File: src/rtl/alu8_pkg.sv
package alu8_pkg;

  typedef enum logic [4:0] {
    OP_ADC  = 5'd0,
    OP_SBC  = 5'd1,
    OP_CMPA = 5'd2,
    OP_CMPX = 5'd3,
    OP_AND  = 5'd4,
    OP_ORA  = 5'd5,
    OP_EOR  = 5'd6,
    OP_BIT  = 5'd7,
    OP_INCM = 5'd8,
    OP_DECM = 5'd9,
    OP_INX  = 5'd10,
    OP_DEX  = 5'd11,
    OP_ASLM = 5'd12,
    OP_LSRM = 5'd13,
    OP_ROLM = 5'd14,
    OP_RORM = 5'd15,
    OP_ASLA = 5'd16,
    OP_LSRA = 5'd17,
    OP_ROLA = 5'd18,
    OP_RORA = 5'd19,
    OP_AXS  = 5'd20,
    OP_LDA  = 5'd21
  } alu_op_e;

  localparam logic [4:0] OP_LAST_DEFINED = 5'd21;

  typedef enum logic [1:0] {
    DST_NONE = 2'd0,
    DST_ACC  = 2'd1,
    DST_XREG = 2'd2,
    DST_MEM  = 2'd3
  } alu_dst_e;

  typedef enum logic [2:0] {
    UN_PASS = 3'd0,
    UN_ASL  = 3'd1,
    UN_LSR  = 3'd2,
    UN_ROL  = 3'd3,
    UN_ROR  = 3'd4,
    UN_INC  = 3'd5,
    UN_DEC  = 3'd6
  } unary_e;

  typedef enum logic [1:0] {
    LG_AND = 2'd0,
    LG_OR  = 2'd1,
    LG_XOR = 2'd2
  } logic_e;

  localparam int FLG_C = 0;
  localparam int FLG_Z = 1;
  localparam int FLG_V = 2;
  localparam int FLG_N = 3;
  localparam int FLG_W = 4;

endpackage

File: src/rtl/alu8_addsub.sv
module alu8_addsub #(
  parameter int W = 8
) (
  input  logic [W-1:0] lhs,
  input  logic [W-1:0] rhs,
  input  logic         sub,
  input  logic         cin,
  output logic [W-1:0] sum,
  output logic         cout,
  output logic         ovf
);
  logic [W-1:0] rhs_eff;
  logic [W:0]   wide;

  // Subtraction is lhs + ~rhs + cin, so cout reads directly as "no borrow".
  assign rhs_eff = sub ? ~rhs : rhs;
  assign wide    = {1'b0, lhs} + {1'b0, rhs_eff} + {{W{1'b0}}, cin};
  assign sum     = wide[W-1:0];
  assign cout    = wide[W];
  assign ovf     = ~(lhs[W-1] ^ rhs_eff[W-1]) & (lhs[W-1] ^ wide[W-1]);
endmodule

File: src/rtl/alu8_logic.sv
module alu8_logic
  import alu8_pkg::*;
#(
  parameter int W = 8
) (
  input  logic [W-1:0] a,
  input  logic [W-1:0] b,
  input  logic_e       sel,
  output logic [W-1:0] y
);
  always_comb begin
    case (sel)
      LG_OR:   y = a | b;
      LG_XOR:  y = a ^ b;
      default: y = a & b;
    endcase
  end
endmodule

File: src/rtl/alu8_unary.sv
module alu8_unary
  import alu8_pkg::*;
#(
  parameter int W = 8
) (
  input  logic [W-1:0] val,
  input  unary_e       kind,
  input  logic         cin,
  output logic [W-1:0] y,
  output logic         cout
);
  localparam logic [W-1:0] ONE = {{(W-1){1'b0}}, 1'b1};

  always_comb begin
    y    = val;
    cout = cin;
    case (kind)
      UN_ASL: begin y = {val[W-2:0], 1'b0}; cout = val[W-1]; end
      UN_ROL: begin y = {val[W-2:0], cin};  cout = val[W-1]; end
      UN_LSR: begin y = {1'b0, val[W-1:1]}; cout = val[0];   end
      UN_ROR: begin y = {cin, val[W-1:1]};  cout = val[0];   end
      UN_INC: y = val + ONE;
      UN_DEC: y = val - ONE;
      default: y = val;
    endcase
  end
endmodule

File: src/rtl/alu8_core.sv
module alu8_core
  import alu8_pkg::*;
#(
  parameter int W = 8
) (
  input  logic         clk,
  input  logic         rst,
  input  logic [4:0]   op_i,
  input  logic [W-1:0] acc_i,
  input  logic [W-1:0] xreg_i,
  input  logic [W-1:0] opnd_i,
  input  logic [3:0]   flags_i,
  output logic [W-1:0] result_o,
  output logic [1:0]   dest_o,
  output logic [3:0]   flags_o
);
  alu_op_e op;
  assign op = alu_op_e'(op_i);

  // Operand steering for the shared adder and the unary unit.
  logic [W-1:0] as_lhs, as_sum, un_val, un_res, lg_res;
  logic         as_sub, as_cin, as_cout, as_ovf, un_cout;
  unary_e       un_kind;
  logic_e       lg_sel;

  always_comb begin
    as_lhs  = acc_i;
    as_sub  = 1'b0;
    as_cin  = flags_i[FLG_C];
    un_kind = UN_PASS;
    un_val  = opnd_i;
    lg_sel  = LG_AND;
    case (op)
      OP_SBC:  as_sub = 1'b1;
      OP_CMPA: begin as_sub = 1'b1; as_cin = 1'b1; end
      OP_CMPX: begin as_sub = 1'b1; as_cin = 1'b1; as_lhs = xreg_i; end
      OP_AXS:  begin as_sub = 1'b1; as_cin = 1'b1; as_lhs = acc_i & xreg_i; end
      OP_ORA:  lg_sel = LG_OR;
      OP_EOR:  lg_sel = LG_XOR;
      OP_INCM: un_kind = UN_INC;
      OP_DECM: un_kind = UN_DEC;
      OP_INX:  begin un_kind = UN_INC; un_val = xreg_i; end
      OP_DEX:  begin un_kind = UN_DEC; un_val = xreg_i; end
      OP_ASLM: un_kind = UN_ASL;
      OP_LSRM: un_kind = UN_LSR;
      OP_ROLM: un_kind = UN_ROL;
      OP_RORM: un_kind = UN_ROR;
      OP_ASLA: begin un_kind = UN_ASL; un_val = acc_i; end
      OP_LSRA: begin un_kind = UN_LSR; un_val = acc_i; end
      OP_ROLA: begin un_kind = UN_ROL; un_val = acc_i; end
      OP_RORA: begin un_kind = UN_ROR; un_val = acc_i; end
      default: ;
    endcase
  end

  alu8_addsub #(.W(W)) u_addsub (
    .lhs(as_lhs), .rhs(opnd_i), .sub(as_sub), .cin(as_cin),
    .sum(as_sum), .cout(as_cout), .ovf(as_ovf)
  );

  alu8_logic #(.W(W)) u_logic (
    .a(acc_i), .b(opnd_i), .sel(lg_sel), .y(lg_res)
  );

  alu8_unary #(.W(W)) u_unary (
    .val(un_val), .kind(un_kind), .cin(flags_i[FLG_C]),
    .y(un_res), .cout(un_cout)
  );

  // Result and flag merge; undefined flags default to the incoming ones.
  logic [W-1:0] res_n;
  alu_dst_e     dst_n;
  logic [3:0]   flg_n;
  logic         upd_z, upd_n;

  always_comb begin
    res_n = '0;
    dst_n = DST_NONE;
    flg_n = flags_i;
    upd_z = 1'b1;
    upd_n = 1'b1;
    case (op)
      OP_ADC, OP_SBC: begin
        res_n = as_sum; dst_n = DST_ACC;
        flg_n[FLG_C] = as_cout; flg_n[FLG_V] = as_ovf;
      end
      OP_CMPA, OP_CMPX: begin
        res_n = as_sum; flg_n[FLG_C] = as_cout;
      end
      OP_AXS: begin
        res_n = as_sum; dst_n = DST_XREG; flg_n[FLG_C] = as_cout;
      end
      OP_AND, OP_ORA, OP_EOR: begin
        res_n = lg_res; dst_n = DST_ACC;
      end
      OP_BIT: begin
        res_n = lg_res; upd_n = 1'b0;
        flg_n[FLG_N] = opnd_i[W-1];
        flg_n[FLG_V] = opnd_i[W-2];
      end
      OP_INCM, OP_DECM: begin
        res_n = un_res; dst_n = DST_MEM;
      end
      OP_INX, OP_DEX: begin
        res_n = un_res; dst_n = DST_XREG;
      end
      OP_ASLM, OP_LSRM, OP_ROLM, OP_RORM: begin
        res_n = un_res; dst_n = DST_MEM; flg_n[FLG_C] = un_cout;
      end
      OP_ASLA, OP_LSRA, OP_ROLA, OP_RORA: begin
        res_n = un_res; dst_n = DST_ACC; flg_n[FLG_C] = un_cout;
      end
      OP_LDA: begin
        res_n = opnd_i; dst_n = DST_ACC;
      end
      default: begin
        upd_z = 1'b0; upd_n = 1'b0;
      end
    endcase
    if (upd_z) flg_n[FLG_Z] = (res_n == '0);
    if (upd_n) flg_n[FLG_N] = res_n[W-1];
  end

  // Output register.
  always_ff @(posedge clk) begin
    if (rst) begin
      result_o <= '0;
      dest_o   <= DST_NONE;
      flags_o  <= '0;
    end else begin
      result_o <= res_n;
      dest_o   <= dst_n;
      flags_o  <= flg_n;
    end
  end

  AST_RESET_CLEARS: assert property (@(posedge clk)
    rst |=> (result_o == '0 && dest_o == 2'd0 && flags_o == 4'd0));

  AST_ADC_OVERFLOW: assert property (@(posedge clk) disable iff (rst)
    (op == OP_ADC) |=> (flags_o[FLG_V] ==
      (($past(acc_i[W-1]) == $past(opnd_i[W-1])) && (result_o[W-1] != $past(acc_i[W-1])))));

  AST_CMP_UNSIGNED: assert property (@(posedge clk) disable iff (rst)
    (op == OP_CMPA) |=> (dest_o == 2'd0 && flags_o[FLG_C] == ($past(acc_i) >= $past(opnd_i))));

  AST_LOGIC_KEEPS_CV: assert property (@(posedge clk) disable iff (rst)
    (op == OP_AND || op == OP_ORA || op == OP_EOR) |=>
      (flags_o[FLG_C] == $past(flags_i[FLG_C]) && flags_o[FLG_V] == $past(flags_i[FLG_V])));

  AST_BIT_FROM_OPERAND: assert property (@(posedge clk) disable iff (rst)
    (op == OP_BIT) |=> (flags_o[FLG_N] == $past(opnd_i[W-1]) &&
      flags_o[FLG_V] == $past(opnd_i[W-2]) && dest_o == 2'd0));

  AST_SHR_N_CLEAR: assert property (@(posedge clk) disable iff (rst)
    (op == OP_LSRM || op == OP_LSRA) |=> !flags_o[FLG_N]);

  AST_AXS_TO_X: assert property (@(posedge clk) disable iff (rst)
    (op == OP_AXS) |=> (dest_o == 2'd2));

  AST_Z_TRACKS_RESULT: assert property (@(posedge clk) disable iff (rst)
    (op_i <= OP_LAST_DEFINED) |=> (flags_o[FLG_Z] == (result_o == '0)));

  AST_UNDEF_PASSES: assert property (@(posedge clk) disable iff (rst)
    (op_i > OP_LAST_DEFINED) |=> (flags_o == $past(flags_i) && dest_o == 2'd0));

endmodule

File: config.mk
export PLATFORM = sky130hd
export DESIGN_NAME = alu8_core
export DESIGN_NICKNAME = d
export VERILOG_FILES = /design/src/rtl/alu8_pkg.sv /design/src/rtl/alu8_addsub.sv /design/src/rtl/alu8_logic.sv /design/src/rtl/alu8_unary.sv /design/src/rtl/alu8_core.sv
export SDC_FILE = /design/constraint.sdc
export NUM_CORES = 1
export LEC_CHECK = 0
export BUFFER_PORTS_ARGS = -buffer_cell sky130_fd_sc_hd__buf_2
export CORE_ASPECT_RATIO = 1.2
export CORE_UTILIZATION = 53
export DETAILED_ROUTE_END_ITERATION = 16
export PLACE_DENSITY_LB_ADDON = 0.25
export SLEW_MARGIN = 20
export SYNTH_ARGS = -nofsm -noshare
export SYNTH_HDL_FRONTEND = slang
export SYNTH_HIERARCHICAL = 1
export SYNTH_SLANG_ARGS = --single-unit
export TNS_END_PERCENT = 1
File: constraint.sdc
create_clock -name clk -period 4.1 [get_ports clk]
set_input_delay 1.025 -clock clk [delete_from_list [all_inputs] [get_ports clk]]
set_output_delay 1.025 -clock clk [all_outputs]
set_load 0.02 [all_outputs]
**After elaboration in Yosys (flattened, before gate mapping)**

Index checks and enable logic that the tools add are counted.

- Div/mod/pow operators: 0
- Eq/ne operators: 29
- Order comparisons: 0
- Shift operators: 0
- Bitwise operators: 9
- Add/subtract/negate cells: 4
- Multiplexer cells: 19
- Multiply operators: 0
- Reductions and logical operators: 24

Operators by type and width:

| kind | count |
|---|---|
| $pmux W8 S2 | 3 |
| $pmux W8 S6 | 1 |
| $eq A5 B4 Y1 const B | 8 |
| $pmux W8 S4 | 1 |
| $eq A5 B5 Y1 const B | 6 |
| $reduce_or A22 Y1 | 1 |
| $reduce_or A21 Y1 | 1 |
| $eq A5 B3 Y1 const B | 4 |
| $reduce_or A2 Y1 | 10 |
| $pmux W3 S6 | 1 |
| $and A8 B8 Y8 | 2 |
| $reduce_or A12 Y1 | 1 |
| $reduce_or A4 Y1 | 3 |
| $eq A5 B2 Y1 const B | 2 |
| $reduce_or A10 Y1 | 1 |
| $add A8 B8 Y9 | 1 |
| $add A9 B1 Y9 | 1 |
| $eq A3 B3 Y1 const B | 3 |
| $add A8 B1 Y8 const B | 1 |
| $logic_not A8 Y1 | 1 |
| $mux W8 | 1 |
| $not A8 Y8 | 1 |
| $or A8 B8 Y8 | 1 |
| $reduce_or A8 Y1 | 1 |
| other kinds (18) | 29 |

- RAM bits: 0
- Memories: 0
- Output and inout port bits: 14
- Logic and storage cells: 88
- Register bits after elaboration: 14
- Bits in read-only memories: 0
- Latch bits: 0

**Depth between registers and ports, before layout**

Gate-level depths: netlist of the first run.

- Depth after elaboration: 9
- Mapped depth: 21
- Mapped depth without buffers: 19

**Hierarchy**

The synthesis of the first run kept the hierarchy.

By module, submodules not included:

| module | area an instance (um^2) | cells each | instances |
|---|---|---|---|
| alu8_core | 1249.9 | 165 | 1 |
| alu8_unary | 894.6 | 140 | 1 |
| alu8_logic | 481.7 | 70 | 1 |
| alu8_addsub | 470.5 | 60 | 1 |

**Worst setup path after synthesis of the first run**

Ideal clock, no wire load.

- Path kind: input to register
- From: input op_i[2]
- To: register flags_o[1]
- Stages: 21
- Buffers on the path: 3
- Path slack: -0.373 ns
- Arrival: 4.352 ns
- Cell sequence: buf_4 nor2_1 and3_1 clkbuf_1 nor2_1 nand2_1 nand2_1 clkbuf_1 xnor2_1 ha_1 o31ai_1 a21oi_1 o21a_1 o221a_2 a211oi_1 or4bb_1 nand3_1 a221o_1 nor2_1 nand3_1 o31ai_2

- Elaborated cells on any way between the ends: 61
- Those cells by class: add/sub (4); eq/ne (29); mux (12); reduce/logical (16)

RTL lines:

| element | line | text |
|---|---|---|
| start, declared | alu8_core.sv:8 | `input logic [4:0] op_i,` |
| $eq A5 B5 Y1 or $eq A5 B4 Y1 (tied branches) | alu8_core.sv:33 | `case (op)` |
| $reduce_or A4 Y1 (no line) or $reduce_or A2 Y1 (tied branches) | - |  |
| $pmux W8 S2 (*) | alu8_core.sv:33 |  |
| net un_val[1] | alu8_core.sv:21 | `logic [W-1:0] as_lhs, as_sum, un_val, un_res, lg_res;` |
| $sub A8 B1 Y8 or $add A8 B1 Y8 (tied branches) | alu8_unary.sv:23, alu8_unary.sv:22 |  |
| $pmux W8 S6 (*) | alu8_unary.sv:17 | `case (kind)` |
| net un_res[4] | alu8_core.sv:21 |  |
| $pmux W8 S4 (*) | alu8_core.sv:82 | `case (op)` |
| $logic_not A8 Y1 (*) | alu8_core.sv:120 | `if (upd_z) flg_n[FLG_Z] = (res_n == '0);` |
| $mux W1 (*) | alu8_core.sv:120 |  |
| end signal, assigned | alu8_core.sv:133 | `flags_o <= flg_n;` |
| end, declared | alu8_core.sv:15 | `output logic [3:0] flags_o` |

Mark *: on every way through the listed nets, which the timed path passes. The rest lies on a longest branch.
A chain may end at the register's enable or synchronous reset.

**Worst setup path after layout of the first run**

- From: input op_i[4]
- To: register flags_o[1]

Same word-level chain as after synthesis.

==> summary.txt, run 1 <==
Floorplan
  – Die footprint: 6154 um^2
  – Initial core utilization: 55.00%
  – Die width: 71.78 um
  – Row cnt: 30
  – Core area: 5630 um^2
  – Ports: 49
  – Die Ht: 85.74 um

Global route
  – GR Overflow Total: 0
  – Largest net degree at the start of global routing: 33
  – Vias in the first global route: 3521
  – Initial antenna violation count: 0
  – Total GRT Usage: 33.16%
  – First-pass GRT wire length: 16330 um

Cells and area
  – Util after Layout: 73.36%
  – Share of post-route cells with drive strength above 1: 34.15%
  – Finished Layout Cells: 597
  – Synth-to-layout area growth: 33.37%
  – Ant. Diodes: 0
  – Layout Nets: 600
  – FILL cells: 428

Synthesis
  – Netlist Area Pre-Place: 3097 um^2
  – Synth cell types: 79
  – Seq/Total Area, Yosys: 9.051%
  – Synth warn: 6
  – Primary FF master, synth: dfxtp_1
  – Synth Register Bits: 14
  – Synth Net Count: 501
  – Post-synth EDFFs: 0
  – Commonest cells in the netlist: 46 x nand2_1, 38 x nor2_1, 30 x inv_1, 29 x ha_1, 25 x a21oi_1
  – Syn Inst Count: 435
  – Avg Cell Area, Syn: 7.119 um^2
  – Largest family of logic cells by synthesized area: compound AO/OA/AOI/OAI gates
  – Top cell type's share of synthesized area: 11.72%
  – Post-synthesis xor/xnor area fraction: 3.677%
  – Simple-gate share of the synthesized area: 29.25%
  – Most frequent cell after synthesis: nand2_1
  – Post-synth top area cell: ha_1
  – Synth top area cells: ha_1 12%, dfxtp_1 9.1%, nand2_1 5.6%
  – Mux cell area share after synthesis: 1.131%
  – Adder-cell share of the synthesized area: 13.01%
  – Compound-Gate Fraction of Synth Area: 34.42%
  – Asr flop ratio synth: 0%

STA
  – Finish-stage setup viols: 0
  – Relative slew slack: 66.71%
  – Final Cycle Share: 98.98%
  – Least-Margin Pin Slew: 498.2 ps
  – Fin worst setup slack: 41.89 ps
  – F_max: 246.4 MHz
  – Final Max Slew Viols: 0
  – RSZ-0062 raised after global routing: yes
  – Fin Setup TNS: 0 ps
  – Final Hold Viols: 0
  – Worst hold margin: 1069 ps
  – Post-layout min period: 4058 ps

Clock tree
  – CTS Buf Count: 3
  – Hold_buf cts: 0
  – Clock tree sinks: 14
  – Worst-case clock buffer depth: 2
  – CTS clk-pin slew, worst paths: 60 ps
  – Clock Tree Root: clkbuf_8
  – Max H-tree Level: 1
  – TritonCTS clock tree: done

Min path
  – HP Class: in -> reg

Routing
  – Final ANT Viol Nets: 0
  – DR vias: 3811
  – DR WL/cell: 17.36 um
  – DRT iter0 DRCs: 307
  – 1st-pass router iterations: 5
  – Vias per std cell: 6.384
  – WL final: 10370 um
  – DRC violations left: 0

Setup path
  – Worst Path Buf+Inv: 6
  – Worst Path Required: 4270 ps
  – Critical Path AT: 4230 ps
  – Crit-path cells: buf_4 > inv_4 > nor3_4 > buf_4 > buf_4 > a22oi_1 > nand2_1 > buf_4 > buf_4 > and3_1 > a31o_2 > a222oi_1 > o41ai_2 > a22oi_1 > o21ai_0 > a221oi_2 > nand4_1 > o31ai_2
  – CP delay by family, top: compound AO/OA/AOI/OAI gates
  – Slowest CP cell: a222oi_1
  – Startpoint type of the worst setup path: input pin
  – Critical path type: in -> reg
  – Worst path max stage delay: 360 ps
  – CP max FO: 6
  – CP dominant cell by count: buf_4
  – Setup crit end kind: flip-flop

Placement
  – Dpl cells: 588
  – DP HPWL: 7900 um
  – Global placement routability congestion: 0.9630
  – Pre-CTS setup slack: -245.7 ps
  – Port Buffers: 48

Pwr
  – Max rail drop VDD: 0.0002049 V
  – Pwr Density: 206.4 nW/um^2
  – Pleak: 1.888 nW

Run status
  – Status: finished, final reports clean

Job
  – Max-cap violations: 0
## logic make-up after synthesis
family                     after synthesis
AOI/OAI and AO/OA                      145
xor gates and xnor gates                13
adders and majority gates               31
buffers and inverters                   61
DFF                                     14
muxes                                    3
and+or+nand+nor                        168
## state kept, by name, indices dropped and copies added (netlist names)
register  flops
result_o      8
flags_o       4
dest_o        2
## per-layer routing
layer	GRT usage [%]	up-vias	share of wire (%)	wire, um
met5	0	-	0	0
met4	15.33	0	5.6	577
met3	4.465	57	6.4	668
met2	59.61	196	50	5136
met1	38.50	1757	38	3983
li1	-	1801	-	-
## area by class of cell
type                    instances  area, um^2  share of cell area (%)
clock buffers                   4       55.05                   1.333
inverters                      34       136.4                   3.302
flip-flops and latches         14       280.3                   6.786
repair buffers                121       824.5                   19.96
multi-input cells             360        2754                   66.68
well taps                      64       80.08                   1.939
## placed cells by master, fill, tap and decap left out, types with 6 or more instances in the layout
cell and count:
xor2_1 9, a21oi_1 22, nor2b_1 16, dfxtp_1 14, buf_2 44, a31oi_1 8, ha_1 26, o22a_1 8
nor3_1 9, nor2_1 34, o21ai_0 12, a221oi_1 6, a22oi_1 13, nand2b_1 15, o21a_1 9, nand3_1 7
nand2_1 46, inv_1 28, a21oi_2 6, buf_4 70
## per-stage QoR
step | cell area, um^2 | total power, mW
finish | 4130 | 0.8524
global route | 4130 | 0.9083
CTS | 3887 | 0.7980
detailed placement | 3832 | 0.6586
global placement | 3832 | 0.6460
floorplan | 3196 | 0.4885
## report_power, final
part	switching [mW]	leakage, nW	internal (mW)	total (mW)
clock	0.0531	0.0288	0.0852	0.138
combinational	0.312	1.74	0.250	0.562
sequential	0.00296	0.116	0.149	0.152
total	0.368	1.89	0.484	0.852
## timing repair
action	CTS	global route
setup endpoints to repair	0	8
gates resized for setup	0	49
buffers inserted	0	5
## path summary, 6_finish.rpt
check	startpoint	endpoint	slack, ps	cells after the start
worst max-delay path	op_i[4]	flags_o[1]	40	18
worst min-delay path	flags_i[1]	flags_o[1]	1070	3
Power figures use the tool's default switching activity.
==> run 2: changes to the inputs <==
- CORE_ASPECT_RATIO: 1.2 -> not set
==> run 2 against run 1 <==
Effect of this change: critical path depth increased by 1; worst setup slack gained 41 ps; utilization increased by 1.3 points; via count rose by 2.0%; die area hardly changed; largest power group unchanged; highest routed layer unchanged.
==> summary.txt, run 2 (synthesis results as in run 1) <==
Routing
  – 1st-pass router iterations: 5 (unchanged)
  – DR vias: 3888 (was 3811)
  – Final ANT Viol Nets: 0 (unchanged)
  – WL final: 10790 um (was 10370 um)
  – Vias per std cell: 6.374 (was 6.384)
  – DR WL/cell: 17.70 um (was 17.36 um)
  – DRT iter0 DRCs: 384 (was 307)
  – DRC violations left: 0 (unchanged)

Placement
  – Area post-placement: 3872 um^2 (was 3832 um^2)
  – Port Buffers: 48 (unchanged)
  – DP HPWL: 8114 um (was 7900 um)
  – Pre-CTS setup slack: -290.4 ps (was -245.7 ps)
  – Global placement routability congestion: 0.9603 (was 0.9630)

Job
  – Max-cap violations: 0 (unchanged)

Setup path
  – CP delay by family, top: compound AO/OA/AOI/OAI gates (unchanged)
  – Critical Path AT: 4150 ps (was 4230 ps)
  – Critical path type: in -> reg (unchanged)
  – Slowest CP cell: or4bb_1 (was a222oi_1)
  – Crit-path cells: buf_2 > buf_4 > nand2_1 > a21oi_2 > a41o_1 > nand3b_4 > xnor2_2 > ha_2 > o31ai_4 > a21oi_2 > o21a_1 > o221a_2 > a211oi_2 > or4bb_1 > nand3_2 > a221o_1 > nor2_1 > nand3_1 > o31ai_2 (was buf_4 > inv_4 > nor3_4 > buf_4 > buf_4 > a22oi_1 > nand2_1 > buf_4 > buf_4 > and3_1 > a31o_2 > a222oi_1 > o41ai_2 > a22oi_1 > o21ai_0 > a221oi_2 > nand4_1 > o31ai_2)
  – CP dominant cell by count: a21oi_2 (was buf_4)
  – Worst Path Required: 4230 ps (was 4270 ps)
  – CP max FO: 7 (was 6)
  – Startpoint type of the worst setup path: input pin (unchanged)
  – Setup crit end kind: flip-flop (unchanged)
  – Worst Path Buf+Inv: 2 (was 6)
  – Worst path max stage delay: 440 ps (was 360 ps)

Global route
  – Total GRT Usage: 33.82% (was 33.16%)
  – Vias in the first global route: 3605 (was 3521)
  – Largest net degree at the start of global routing: 33 (unchanged)
  – First-pass GRT wire length: 16570 um (was 16330 um)
  – GR Overflow Total: 0 (unchanged)
  – Initial antenna violation count: 0 (unchanged)

Clock tree
  – Clock Tree Root: clkbuf_8 (unchanged)
  – Hold_buf cts: 0 (unchanged)
  – Worst-case clock buffer depth: 2 (unchanged)
  – CTS Buf Count: 3 (unchanged)
  – Clock tree sinks: 14 (unchanged)
  – CTS clk-pin slew, worst paths: 60 ps (about the same)
  – TritonCTS clock tree: done (unchanged)
  – Max H-tree Level: 1 (unchanged)

Pwr
  – Pleak: 1.913 nW (was 1.888 nW)
  – Overall Power: 0.8551 mW (was 0.8524 mW)
  – Max rail drop VDD: 0.0001845 V (was 0.0002049 V)
  – Pwr Density: 205.6 nW/um^2 (was 206.4 nW/um^2)

Min path
  – HP Class: in -> reg (unchanged)

Cells and area
  – Most common cell after layout, fill and taps aside: buf_4 (unchanged)
  – Multi-input gate area in the final layout: 2748 um^2 (was 2754 um^2)
  – Ant. Diodes: 0 (unchanged)
  – Synth-to-layout area growth: 34.30% (was 33.37%)
  – Largest reg by FF count: result_o (unchanged)
  – Largest register FFs: 8 (unchanged)
  – Design area: 4159 um^2 (was 4130 um^2)
  – FILL cells: 417 (was 428)
  – Total area of sequential cells: 280.3 um^2 (unchanged)
  – Most frequent cells in the layout: 75 x buf_4, 45 x buf_2, 42 x nand2_1 (was 70 x buf_4, 46 x nand2_1, 44 x buf_2)
  – Biggest regs: result_o (8), flags_o (4), dest_o (2) (unchanged)
  – Layout Nets: 605 (was 600)
  – Share of post-route cells with drive strength above 1: 35.87% (was 34.15%)

Floorplan
  – Ports: 49 (unchanged)
  – Die width: 78.44 um (was 71.78 um)
  – Row cnt: 27 (was 30)
  – Die footprint: 6153 um^2 (was 6154 um^2)
  – Core area: 5574 um^2 (was 5630 um^2)
  – Die Ht: 78.44 um (was 85.74 um)
  – Initial core utilization: 55.56% (was 55.00%)

STA
  – Relative slew slack: 63.23% (was 66.71%)
  – Final Hold Viols: 0 (unchanged)
  – Fin worst setup slack: 82.93 ps (was 41.89 ps)
  – Finish-stage setup viols: 0 (unchanged)
  – Worst hold margin: 1106 ps (was 1069 ps)
  – Fin Setup TNS: 0 ps (unchanged)
  – Least-Margin Pin Slew: 537.6 ps (was 498.2 ps)
  – Post-layout min period: 4017 ps (was 4058 ps)
  – Final Max Slew Viols: 0 (unchanged)
  – F_max: 248.9 MHz (was 246.4 MHz)
  – Final Cycle Share: 97.98% (was 98.98%)

Run status
  – Status: finished, final reports clean (unchanged)
run 2: final timing paths:
| check | cells after the start | end | from | slack, ps |
|---|---|---|---|---|
| worst max-delay path | 19 | flags_o[1] | op_i[3] | 80 |
| worst min-delay path | 3 | flags_o[1] | flags_i[1] | 1110 |
run 2: layer usage:
metal	vias up	GRT usage [%]	part of all wire, %
li1	1806	-	-
met1	1795	44.45	40
met2	250	57.02	47
met3	37	3.140	9.9
met4	0	12.41	3.1
met5	-	0	0
run 2: report_power, final:
part / switching (mW) / total (mW) / internal [mW]
clock: 0.0490 / 0.134 / 0.0851
sequential: 0.00347 / 0.152 / 0.149
combinational: 0.314 / 0.569 / 0.255
run 2: repair_timing:
action	4_1_cts	5_1_grt
resized for setup	3	40
gates cloned	0	0
setup endpoints to repair	1	7
pin swaps	1	21
hold endpoints to repair	0	0
setup buffers	0	6
run 2: layout make-up:
cell class	count	share of cell area, %
sequential	14	6.739
multi-input combinational	360	66.07
clock buffer	4	1.324
tap	72	2.166
timing repair buffer	126	20.58
inverter	34	3.129
run 2: stage by stage:
stage | cells | util, %
2_1_floorplan | 435 | -
3_5_place_dp | 600 | 69.47
3_3_place_gp | 600 | 69.47
5_1_grt | 610 | 74.61
6_report | 610 | 74.61
4_1_cts | 604 | 70.68
==> run 3: changes to the inputs <==
==> constraint.sdc (replaced) <==
create_clock -name clk -period 4.1 [get_ports clk]
set_input_delay 0.82 -clock clk [delete_from_list [all_inputs] [get_ports clk]]
set_output_delay 0.82 -clock clk [all_outputs]
set_load 0.02 [all_outputs]
==> run 3 against run 2 <==
Effect of this change: highest routed layer unchanged; die area unchanged; worst hold slack got worse by 240 ps; critical path type unchanged; sequential share of layout area increased by 0.69 points; via count decreased by 4.5%; wire length decreased by 6.5%; flip-flop and latch count unchanged; critical path depth increased by 1; worst setup slack improved by 67 ps.
==> summary.txt, run 3 (synthesis results as in run 1) <==
Cells and area
  – Total area of sequential cells: 280.3 um^2 (unchanged)
  – Synth-to-layout area growth: 21.78% (was 34.30%)
  – Design area: 3771 um^2 (was 4159 um^2)
  – Most common cell after layout, fill and taps aside: buf_4 (unchanged)
  – Largest register FFs: 8 (unchanged)
  – Multi-input gate area in the final layout: 2639 um^2 (was 2748 um^2)
  – Share of post-route cells with drive strength above 1: 27.33% (was 35.87%)
  – FILL cells: 485 (was 417)
  – Layout Nets: 573 (was 605)
  – Most frequent cells in the layout: 47 x buf_4, 46 x buf_2, 45 x nand2_1 (was 75 x buf_4, 45 x buf_2, 42 x nand2_1)
  – Ant. Diodes: 0 (unchanged)
  – Util after Layout: 67.65% (was 74.61%)
  – Largest reg by FF count: result_o (unchanged)
  – Biggest regs: result_o (8), flags_o (4), dest_o (2) (unchanged)

Routing
  – Vias per std cell: 6.437 (was 6.374)
  – DR WL/cell: 17.49 um (was 17.70 um)
  – DRT iter0 DRCs: 427 (was 384)
  – WL final: 10090 um (was 10790 um)
  – DR vias: 3714 (was 3888)
  – 1st-pass router iterations: 7 (was 5)
  – Final ANT Viol Nets: 0 (unchanged)
  – DRC violations left: 0 (unchanged)

Setup path
  – Startpoint type of the worst setup path: input pin (unchanged)
  – Worst Path Required: 4240 ps (was 4230 ps)
  – Setup crit end kind: flip-flop (unchanged)
  – Worst Path Buf+Inv: 1 (was 2)
  – Critical Path AT: 4090 ps (was 4150 ps)
  – Worst path max stage delay: 410 ps (was 440 ps)
  – CP delay by family, top: compound AO/OA/AOI/OAI gates (unchanged)
  – Slowest CP cell: or4bb_1 (unchanged)
  – Critical path type: in -> reg (unchanged)
  – CP max FO: 5 (was 7)
  – Crit-path cells: clkbuf_4 > nor2b_4 > o21ai_0 > nor2_1 > a21oi_1 > o22ai_2 > nand3b_4 > xnor2_1 > ha_1 > o31ai_2 > a21oi_2 > o21a_1 > o221a_2 > a211oi_4 > or4bb_1 > nand3_1 > a221o_1 > nor2_1 > nand3_1 > o31ai_2 (was buf_2 > buf_4 > nand2_1 > a21oi_2 > a41o_1 > nand3b_4 > xnor2_2 > ha_2 > o31ai_4 > a21oi_2 > o21a_1 > o221a_2 > a211oi_2 > or4bb_1 > nand3_2 > a221o_1 > nor2_1 > nand3_1 > o31ai_2)

Global route
  – Total GRT Usage: 31.66% (was 33.82%)
  – GR Overflow Total: 0 (unchanged)
  – Vias in the first global route: 3329 (was 3605)
  – First-pass GRT wire length: 15560 um (was 16570 um)
  – Initial antenna violation count: 0 (unchanged)
  – Largest net degree at the start of global routing: 23 (was 33)

Clock tree
  – Max H-tree Level: 1 (unchanged)
  – Worst-case clock buffer depth: 2 (unchanged)
  – CTS Buf Count: 3 (unchanged)
  – Clock Tree Root: clkbuf_8 (unchanged)
  – CTS clk-pin slew, worst paths: 60 ps (about the same)
  – TritonCTS clock tree: done (unchanged)
  – Clock tree sinks: 14 (unchanged)

Pwr
  – Max rail drop VDD: 0.0001890 V (was 0.0001845 V)
  – Pleak: 1.730 nW (was 1.913 nW)
  – Pwr Density: 206.0 nW/um^2 (was 205.6 nW/um^2)

STA
  – Relative slew slack: 59.70% (was 63.23%)
  – Post-layout min period: 3950 ps (was 4017 ps)
  – Finish-stage setup viols: 0 (unchanged)
  – Least-Margin Pin Slew: 589.3 ps (was 537.6 ps)
  – Fin worst setup slack: 150.0 ps (was 82.93 ps)
  – Final Max Slew Viols: 0 (unchanged)
  – Final Hold Viols: 0 (unchanged)
  – F_max: 253.2 MHz (was 248.9 MHz)
  – Final Cycle Share: 96.34% (was 97.98%)

Job
  – Max-cap violations: 0 (unchanged)

Min path
  – HP Class: in -> reg (unchanged)

Floorplan
  – Die footprint: 6153 um^2 (unchanged)
  – Ports: 49 (unchanged)
  – Row cnt: 27 (unchanged)
  – Die Ht: 78.44 um (unchanged)
  – Die width: 78.44 um (unchanged)
  – Core area: 5574 um^2 (unchanged)
  – Initial core utilization: 55.56% (unchanged)

Placement
  – Area post-placement: 3603 um^2 (was 3872 um^2)
  – DP HPWL: 7718 um (was 8114 um)
  – Port Buffers: 48 (unchanged)
  – Global placement routability congestion: 1.026 (was 0.9603)
  – Pre-CTS setup slack: -128.4 ps (was -290.4 ps)

Run status
  – Status: finished, final reports clean (unchanged)
-- run 3: cell count changes in the layout (fill, tap and decap cells not counted), sizes merged --
cell,before,now
buf,125,93
clkbuf,5,4
-- run 3: layer usage --
layer	vias to the layer above	wire, um	part of all wire (%)	global-route usage (%)
li1	1744	-	-	-
met1	1711	4193	42	42.10
met2	223	4682	46	51.32
met3	36	860	8.5	4.419
met4	0	354	3.5	12.22
met5	-	0	0	0
-- run 3: layout make-up --
class / instances / area share [%]
Multi-Input combinational cell: 360 / 69.97
Timing Repair Buffer: 94 / 15.66
Sequential cell: 14 / 7.432
Inverter: 34 / 3.451
Tap cell: 72 / 2.389
Clock buffer: 3 / 1.095
-- run 3: path summary, 6_finish.rpt --
| kind | from | endpoint | slack [ps] | depth (start not counted) |
|---|---|---|---|---|
| max | op_i[1] | flags_o[1] | 150 | 20 |
| min | flags_i[1] | flags_o[1] | 870 | 3 |
-- run 3: worst min-delay path, delay by kind of cell --
family	cells	cell delay (ps)
compound gates	1	70
buf+inv	1	80
simple gates	1	110
-- run 3: through the flow --
step / hold WS (ps) / power [mW] / instances / TNS, ps
after floorplan: 891.6 / 0.4778 / 435 / 0
final: 870.0 / 0.7767 / 577 / 0
after detailed placement: 1125 / 0.6286 / 572 / -128.4
after global placement: 1118 / 0.6156 / 572 / -69.12
after CTS: 873.6 / 0.7405 / 575 / 0
after global routing: 874.7 / 0.8279 / 577 / -51.80
-- run 3: power by group --
part | switching (mW) | internal, mW
Combinational | 0.295 | 0.217
Clock | 0.0486 | 0.0650
Sequential | 0.00241 | 0.149
Total | 0.346 | 0.431
-- run 3: timing repair --
item,in CTS,in global routing
setup buffers,0,2
resized for setup,0,23
hold buffers,0,0
endpoints found under the setup margin,0,2
